**src/rtl/pm_wake_pkg.sv**
```systemverilog
package pm_wake_pkg;
  typedef enum logic [1:0] {
    PM_RUN      = 2'd0,
    PM_IDLE_PRI = 2'd1,
    PM_IDLE_SEC = 2'd2,
    PM_SLEEP    = 2'd3
  } pm_mode_e;

  typedef enum logic [1:0] {
    WK_NONE  = 2'd0,
    WK_RESET = 2'd1,
    WK_IRQ   = 2'd2,
    WK_WDT   = 2'd3
  } wake_cause_e;

  typedef enum logic [1:0] {
    SQ_RUN  = 2'd0,
    SQ_LOW  = 2'd1,
    SQ_OST  = 2'd2,
    SQ_PREP = 2'd3
  } seq_state_e;
endpackage

```
**src/rtl/pm_wake_arb.sv**
```systemverilog
module pm_wake_arb
  import pm_wake_pkg::*;
(
  input  logic        irq_flag,
  input  logic        irq_en,
  input  logic        gie,
  input  logic        rst_req,
  input  logic        wdt_tmo,
  output wake_cause_e cause,
  output logic        vec
);
  // reset outranks interrupt, interrupt outranks watchdog
  always_comb begin
    cause = WK_NONE;
    vec   = 1'b0;
    if (rst_req) begin
      cause = WK_RESET;
    end else if (irq_flag && irq_en) begin
      cause = WK_IRQ;
      vec   = gie;
    end else if (wdt_tmo) begin
      cause = WK_WDT;
    end
  end
endmodule

```
**src/rtl/pm_ost_policy.sv**
```systemverilog
module pm_ost_policy
  import pm_wake_pkg::*;
(
  input  pm_mode_e    mode,
  input  logic [2:0]  clk_kind,
  output logic        need_ost
);
  logic crystal;

  always_comb begin
    case (clk_kind)
      3'd0, 3'd1, 3'd2, 3'd3: crystal = 1'b1;
      default:                crystal = 1'b0;
    endcase
  end

  // primary-clock idle never stopped its oscillator
  assign need_ost = crystal && (mode != PM_IDLE_PRI);
endmodule

```
**src/rtl/pm_delay_cnt.sv**
```systemverilog
module pm_delay_cnt #(
  parameter int W = 4
) (
  input  logic         clk,
  input  logic         rst_n,
  input  logic         load,
  input  logic [W-1:0] ld_val,
  output logic         zero
);
  logic [W-1:0] cnt;

  always_ff @(posedge clk or negedge rst_n) begin
    if (!rst_n)          cnt <= '0;
    else if (load)       cnt <= ld_val;
    else if (cnt != '0)  cnt <= cnt - 1'b1;
  end

  assign zero = (cnt == '0);

  a_r8_load_value: assert property (@(posedge clk) disable iff (!rst_n)
    load |=> (cnt == $past(ld_val)));

  a_r8_count_down: assert property (@(posedge clk) disable iff (!rst_n)
    (!load && cnt != '0) |=> (cnt == $past(cnt) - 1'b1));
endmodule

```
**src/rtl/pm_wake_seq.sv**
```systemverilog
module pm_wake_seq
  import pm_wake_pkg::*;
#(
  parameter int OST_CYC  = 1024,
  parameter int PREP_CYC = 2
) (
  input  logic       clk,
  input  logic       rst_n,
  input  logic       enter_req,
  input  logic [1:0] enter_mode,
  input  logic [2:0] clk_kind,
  input  logic       irq_flag,
  input  logic       irq_en,
  input  logic       gie,
  input  logic       rst_req,
  input  logic       wdt_tmo,
  output logic [1:0] cur_mode,
  output logic       core_halted,
  output logic       osc_wait,
  output logic       resume_stb,
  output logic       restart_stb,
  output logic       vector_take
);
  localparam int MAXC = (OST_CYC > PREP_CYC) ? OST_CYC : PREP_CYC;
  localparam int CW   = $clog2(MAXC + 1);
  localparam logic [CW-1:0] OST_LD  = CW'(OST_CYC - 1);
  localparam logic [CW-1:0] PREP_LD = CW'(PREP_CYC - 1);

  seq_state_e  st;
  pm_mode_e    mode;
  wake_cause_e cause, cause_q;
  logic        vec, vec_q, need_ost, cnt_zero, cnt_load;
  logic [CW-1:0] cnt_ld_val;

  pm_wake_arb u_arb (
    .irq_flag (irq_flag),
    .irq_en   (irq_en),
    .gie      (gie),
    .rst_req  (rst_req),
    .wdt_tmo  (wdt_tmo),
    .cause    (cause),
    .vec      (vec)
  );

  pm_ost_policy u_pol (
    .mode     (mode),
    .clk_kind (clk_kind),
    .need_ost (need_ost)
  );

  assign cnt_load   = ((st == SQ_LOW) && (cause != WK_NONE)) ||
                      ((st == SQ_OST) && cnt_zero);
  assign cnt_ld_val = ((st == SQ_LOW) && need_ost) ? OST_LD : PREP_LD;

  pm_delay_cnt #(.W(CW)) u_cnt (
    .clk    (clk),
    .rst_n  (rst_n),
    .load   (cnt_load),
    .ld_val (cnt_ld_val),
    .zero   (cnt_zero)
  );

  always_ff @(posedge clk or negedge rst_n) begin
    if (!rst_n) begin
      st          <= SQ_RUN;
      mode        <= PM_RUN;
      cause_q     <= WK_NONE;
      vec_q       <= 1'b0;
      resume_stb  <= 1'b0;
      restart_stb <= 1'b0;
      vector_take <= 1'b0;
    end else begin
      resume_stb  <= 1'b0;
      restart_stb <= 1'b0;
      vector_take <= 1'b0;
      unique case (st)
        SQ_RUN: begin
          if (enter_req && (pm_mode_e'(enter_mode) != PM_RUN)) begin
            st   <= SQ_LOW;
            mode <= pm_mode_e'(enter_mode);
          end
        end
        SQ_LOW: begin
          if (cause != WK_NONE) begin
            cause_q <= cause;
            vec_q   <= vec;
            st      <= need_ost ? SQ_OST : SQ_PREP;
          end
        end
        SQ_OST: begin
          if (cnt_zero) st <= SQ_PREP;
        end
        SQ_PREP: begin
          if (cnt_zero) begin
            st          <= SQ_RUN;
            mode        <= PM_RUN;
            restart_stb <= (cause_q == WK_RESET);
            resume_stb  <= (cause_q != WK_RESET);
            vector_take <= (cause_q == WK_IRQ) && vec_q;
          end
        end
      endcase
    end
  end

  assign cur_mode    = mode;
  assign core_halted = (st != SQ_RUN);
  assign osc_wait    = (st == SQ_OST);

  a_r9_strobe_exclusive: assert property (@(posedge clk) disable iff (!rst_n)
    !(resume_stb && restart_stb));

  a_r5_vector_needs_resume: assert property (@(posedge clk) disable iff (!rst_n)
    vector_take |-> resume_stb);

  a_r10_run_quiet: assert property (@(posedge clk) disable iff (!rst_n)
    (st == SQ_RUN) |=> !(resume_stb || restart_stb));

  a_r7_no_ost_pri_idle: assert property (@(posedge clk) disable iff (!rst_n)
    (st == SQ_OST) |-> (mode != PM_IDLE_PRI));

  a_r4_reset_wins: assert property (@(posedge clk) disable iff (!rst_n)
    (st == SQ_LOW && rst_req) |=> (cause_q == WK_RESET));

  a_r3_hold_without_trigger: assert property (@(posedge clk) disable iff (!rst_n)
    (st == SQ_LOW && !rst_req && !wdt_tmo && !(irq_flag && irq_en)) |=> (st == SQ_LOW));

  a_r9_release_in_run: assert property (@(posedge clk) disable iff (!rst_n)
    (resume_stb || restart_stb) |-> (st == SQ_RUN && mode == PM_RUN));
endmodule

```
**config.mk**
```make
export PLATFORM = sky130hd
export DESIGN_NAME = pm_wake_seq
export DESIGN_NICKNAME = d
export VERILOG_FILES = /design/src/rtl/pm_wake_pkg.sv /design/src/rtl/pm_wake_arb.sv /design/src/rtl/pm_ost_policy.sv /design/src/rtl/pm_delay_cnt.sv /design/src/rtl/pm_wake_seq.sv
export SDC_FILE = /design/constraint.sdc
export NUM_CORES = 1
export LEC_CHECK = 0
export BUFFER_PORTS_ARGS = -buffer_cell sky130_fd_sc_hd__buf_2
export CAP_MARGIN = 20
export CORE_MARGIN = 2
export CORE_UTILIZATION = 40
export CTS_CLUSTER_SIZE = 40
export DETAILED_ROUTE_END_ITERATION = 8
export GPL_TIMING_DRIVEN = 1
export PLACE_DENSITY_LB_ADDON = 0.05
export SYNTH_ARGS = -nofsm -noshare
export SYNTH_HDL_FRONTEND = slang
export SYNTH_SLANG_ARGS = --single-unit
```
**constraint.sdc**
```tcl
create_clock -name clk -period 1.9 [get_ports clk]
set_input_delay 0.38 -clock clk [delete_from_list [all_inputs] [get_ports clk]]
set_output_delay 0.38 -clock clk [all_outputs]
set_load 0.02 [all_outputs]
```
# Word level (Yosys, flattened, before mapping)
# Index checks and enable logic that the tools add are counted.
[word_totals]
ff_bits = 21
output_inout_bits = 7
elab_cells = 67
[classes]
n_addsub = 1
eq_ne = 14
muxes = 23
reduce_logical = 21
[op_table]
columns = ["cell", "n"]
rows = [
  ["$mux W11", 2],
  ["$mux W2", 8],
  ["$logic_not A11 Y1", 1],
  ["$reduce_bool A11 Y1", 1],
  ["$sub A11 B1 Y11 const B", 1],
  ["$mux W1", 10],
  ["$mux W10", 1],
  ["$reduce_bool A2 Y1", 5],
  ["$ne A2 B1 Y1 const B", 4],
  ["$pmux W2 S4", 1],
  ["$logic_and A1 B1 Y1", 7],
  ["$eq A2 B2 Y1 const B", 3],
  ["$eq A3 B2 Y1 const B", 2],
  ["$eq A2 B1 Y1 const B", 2],
  ["$ne A2 B2 Y1 const B", 2],
  ["$pmux W2 S2", 1],
  ["$reduce_and A4 Y1", 1],
  ["$reduce_or A4 Y1", 1],
  ["$eq A3 B1 Y1 const B", 1],
  ["$logic_not A3 Y1", 1],
  ["$reduce_and A3 Y1", 1],
  ["$logic_not A2 Y1", 1],
  ["$reduce_and A2 Y1", 1],
  ["$logic_or A1 B1 Y1", 1],
]

# Depth between registers and ports, before layout
[logic_depth]
word_depth = 7
mapped_depth = 6
depth_no_buf = 6

# Modules after synthesis
# A second synthesis with hierarchy kept.
[hier_totals]
hier_cells = 123
area_unflattened_um2 = 1212.4
[by_module_without_submodules]
columns = ["module", "n_inst", "cells_each", "area_per_inst_um2"]
rows = [
  ["pm_delay_cnt", 1, 63, 626.9],
  ["pm_wake_seq", 1, 53, 540.5],
  ["pm_wake_arb", 1, 5, 32.5],
  ["pm_ost_policy", 1, 2, 12.5],
]

# Least setup slack after synthesis
# Ideal clock, no wire load.
[synth_path]
path_type = "register to register"
start = "reg st[0]"
end = "reg st[1]"
setup_time_ns = 0.125
arrival_ns = 1.588
slack_ns = 0.187
stages_incl_launch_ff = 6
path_cell_list = "dfrtp_1 inv_1 ha_1 or2_2 a21o_1 mux2_4"
[synth_between]
elab_chain_len = 3
elab_cells_between_ends = 10
classes_between = "eq/ne (7); mux (1); reduce/logical (2)"
[synth_rtl]
columns = ["element", "line", "text"]
rows = [
  ["start: declaration", "pm_wake_seq.sv:29", "seq_state_e st;"],
  ["start signal: assignment", "pm_wake_seq.sv:87", "st <= need_ost ? SQ_OST : SQ_PREP;"],
  ["$eq A2 B2 Y1 (*)", "--", ""],
  ["via osc_wait", "pm_wake_seq.sv:19", "output logic osc_wait,"],
  ["$ne A2 B1 Y1 (no line)", "--", ""],
  ["$reduce_and A4 Y1 (no line)", "--", ""],
]
# The timed path passes the listed nets; every way through them passes the cells marked *.
# A chain may end at the register's enable or synchronous reset.

# Final worst setup path
[layout_path]
start = "reg st[0]"
end = "reg st[1]"
[layout_between]
elab_chain_len = 3
elab_cells_between_ends = 10
classes_between = "eq/ne (7); mux (1); reduce/logical (2)"
[layout_rtl]
columns = ["element", "line", "text"]
rows = [
  ["$eq A2 B1 Y1, or another cell as far along", "pm_wake_seq.sv:76", "unique case (st)"],
  ["$ne A2 B1 Y1 (no line) / $ne A2 B2 Y1 (equally long branches)", "--", ""],
  ["$reduce_and A4 Y1 (no line)", "--", ""],
]
# Parallel ways exist; a longest one is shown, timed or not.

==> results.tsv <==
stage	metric	value	unit
run_status	status	finished with violations	
run_status	violated checks	DRC	
power	Internal Pwr Total	1.27	mW
flow_run	total of max-cap violations	0	
power	Pleak	0.677	nW
power	Net Sw Frac	42.9	%
worst_setup_path	Req. time, crit path	2.09	ns
die	cell row count	19	
logic_synthesis	count leader, synth	dfrtp_1	
grt	first-pass GRT wire length	3970	µm
grt	GR Overflow Total	0	
sta	Slew HR	67.6	%
drt	Residual DRC	2	
grt	initial antenna violation count	0	
sta	TNS Setup	0	ns
cts	Post-CTS Setup Bufs	0	
worst_setup_path	crit path max fanout	6	
logic_synthesis	Post-synth top cells	21 x dfrtp_1, 12 x nor2_1, 12 x o21ai_0	
logic_synthesis	#FFs+latches synth	21	
cts	CTS H-tree depth	1	
worst_setup_path	crit path buf inv count	1	
logic_synthesis	syn_area_per_cell	10.1	µm²
grt	number of global-route vias before repair	900	
logic_synthesis	Netlist Area Pre-Place	1190	µm²
logic_synthesis	post-synthesis async set-or-reset flop share	100	%
drt	vias	947	
cts	CTS Buf Count	3	
worst_setup_path	slowest CP cell	dfrtp_1	
sta	crit path time final	1.77	ns
worst_setup_path	startpoint types	flip-flop	
logic_synthesis	post-synthesis net count	138	
die	IO Pins	20	
sta	Peak Freq	565	MHz
drt	Iter 0 DRT Violations	24	
placed_design	gpl congestion	0.748	
drt	WL/cell	13.4	µm
sta	final setup violation count	0	
drt	Max Used Layer	met4	
drt	Post-DRT Antenna Nets	0	
die	die area	3440	µm²
die	Starting Density	42.6	%
drt	Detail Route met2 WL	1080	µm
logic_synthesis	Netlist cell types	37	
power	Comb power frac	54.2	%
worst_setup_path	CP top delay family	flip-flops	
worst_setup_path	critical-path cell list	inv_1 -> ha_1 -> or2_2 -> a21o_1 -> mux2_4	
logic_synthesis	synth warn	0	
final_layout	# nets final	165	
cts	clock-pin slew of the registers on the worst-case setup and hold paths	0.12	ns
cts	clk sinks	21	
worst_setup_path	critical path type	flip-flop to flip-flop	
drt	routed metal-1 wirelength	1150	µm
grt	largest net degree at the start of global routing	22	
logic_synthesis	sequential share of the synthesized area	44.0	%
drt	drt total wl	2350	µm
logic_synthesis	Synth area leader	dfrtp_1	
power	clock power share	9.5	%
power	Sequential Power Share	36.3	%
final_layout	layout cells sized above 1	22.2	%
placed_design	pre-CTS setup slack	0.158	ns
die	die width	58.6	µm
sta	Setup Skew	0.0101	ns
final_layout	Util after Layout	49.4	%
logic_synthesis	Synth top area share	44.0	%
hold_path	worst hold path class	primary input to asynchronous set/reset pin	
sta	setup ws final	0.129	ns
drt	via/cell ratio	5.41	
final_layout	area delta synth->final	16.0	%
power	pwr/cell area	1600	nW/µm²
drt	drt first pass iters	6	
cts	cts hold-fix bufs	0	
cts	latest clock arrival within the worst-skew pair	0.30	ns
logic_synthesis	Mapped Cells	118	
logic_synthesis	main area contributors after synthesis	dfrtp_1 44%, ha_1 7.3%, o21ai_0 5.0%, nor2_1 3.8%, xor2_1 3.7%	
die	Die Y	58.6	µm
power	net switching power	954	µW
worst_setup_path	critical path arrival	1.96	ns
cts	Root Buffer	clkbuf_4	
sta	Tightest Pin Transition	0.483	ns
drt	DR WL met3	110	µm
sta	final worst path period share	93.2	%
die	core area	2810	µm²
sta	RSZ-0062 raised after global routing	false	
final_layout	ANT cells	0	
logic_synthesis	ys flop type	dfrtp_1	
sta	Max Slew Vio Count	0	
sta	Fin. Hold Viols	0	
cts	CTS tree	yes	
cts	Clock Path Buffers	2	
logic_synthesis	Post-synth EDFFs	0	
grt	gr usage total	15.4	%
power	worst vdd ir	657	µV
cts	cts repair resizes	0	
placed_design	Post-DP HPWL	1830	µm
placed_design	# port buffers	17	
worst_setup_path	nature of the critical path endpoint	flip-flop	
worst_setup_path	Crit path largest cell delay	0.44	ns
[cell type report]
| class | count | area, µm² |
|---|---|---|
| Inverter | 8 | 30.0 |
| Multi-Input combinational cell | 88 | 634 |
| Sequential cell | 21 | 526 |
| Timing Repair Buffer | 23 | 130 |
| Tap cell | 31 | 38.8 |
| Clock buffer | 4 | 26.3 |
| Fill cell | 270 | 1420 |
[worst reg2reg max path, delay by kind of cell (launching register included)]
kind / cells / cell delay, ns
multiplexers: 1 / 0.30
buffers and inverters: 1 / 0.10
adder cells (fa/ha/maj): 1 / 0.28
AO/OA/AOI/OAI: 1 / 0.22
AND/OR/NAND/NOR: 1 / 0.33
flip-flops: 1 / 0.44
[state kept, by name, summed over array words and instances, names as in the netlist]
name,flops
st,2
cur_mode,2
u_cnt.cnt,11
cause_q,2
vec_q,1
restart_stb,1
vector_take,1
resume_stb,1
[layer usage]
layer	global-route usage (%)	vias to the layer above
met5	0	-
met4	5.84	0
met3	2.64	2
met2	24.6	21
met1	21.1	452
li1	-	472
[power groups by stage]
stage               logic (mW)  clock network [mW]  registers [mW]
CTS                       1.23               0.217           0.805
finish                    1.21               0.211           0.806
floorplan                0.872                   0           0.798
global placement          1.19                   0           0.801
global route              1.36               0.246           0.836
detailed placement        1.22                   0           0.813
[per-stage QoR]
stage | hold slack (ns) | total power [mW] | area (µm²) | std cells
final | 0.00775 | 2.22 | 1390 | 175
after global routing | 0.0231 | 2.45 | 1390 | 175
after CTS | 0.0296 | 2.25 | 1390 | 175
after detailed placement | 0.364 | 2.03 | 1360 | 171
after global placement | 0.358 | 1.99 | 1360 | 171
after floorplan | 0.0844 | 1.67 | 1190 | 118
[cells by family after synthesis]
group	count (synthesis)	share of synthesized area, %
compound gates	32	16.9
xor+xnor	7	5.14
fa+ha+maj	7	7.34
buf+inv	9	2.83
flops	21	44.0
mux	3	2.93
simple gates	39	20.9
[cell usage in the layout, fill, tap and decap left out, drive strengths merged, types with 2 or more instances in the layout]
| cell | count |
|---|---|
| buf | 23 |
| dfrtp | 21 |
| o21ai | 13 |
| nor2 | 12 |
| inv | 8 |
| ha | 7 |
| a21oi | 5 |
| xor2 | 5 |
| nand2 | 4 |
| clkbuf | 4 |
| nor2b | 3 |
| nor3b | 3 |
| a21o | 3 |
| nand3b | 3 |
| a22o | 3 |
| nand3 | 3 |
| nor4 | 3 |
| a211oi | 2 |
| xnor2 | 2 |
| mux2i | 2 |
| o22a | 2 |
[worst paths after layout]
path,start,to,slack [ns],cells past startpoint
max,st[0],st[1],0.13,5
min,rst_n,u_cnt.cnt[4],0.008,1
max reg2reg,st[0],st[1],0.13,5
min reg2reg,cause_q[1],restart_stb,0.48,1
max in group asynchronous,rst_n,st[0],1.57,1
min in group clk,enter_mode[0],cur_mode[0],0.30,2
Note: power is estimated with default switching activity, not from simulation.
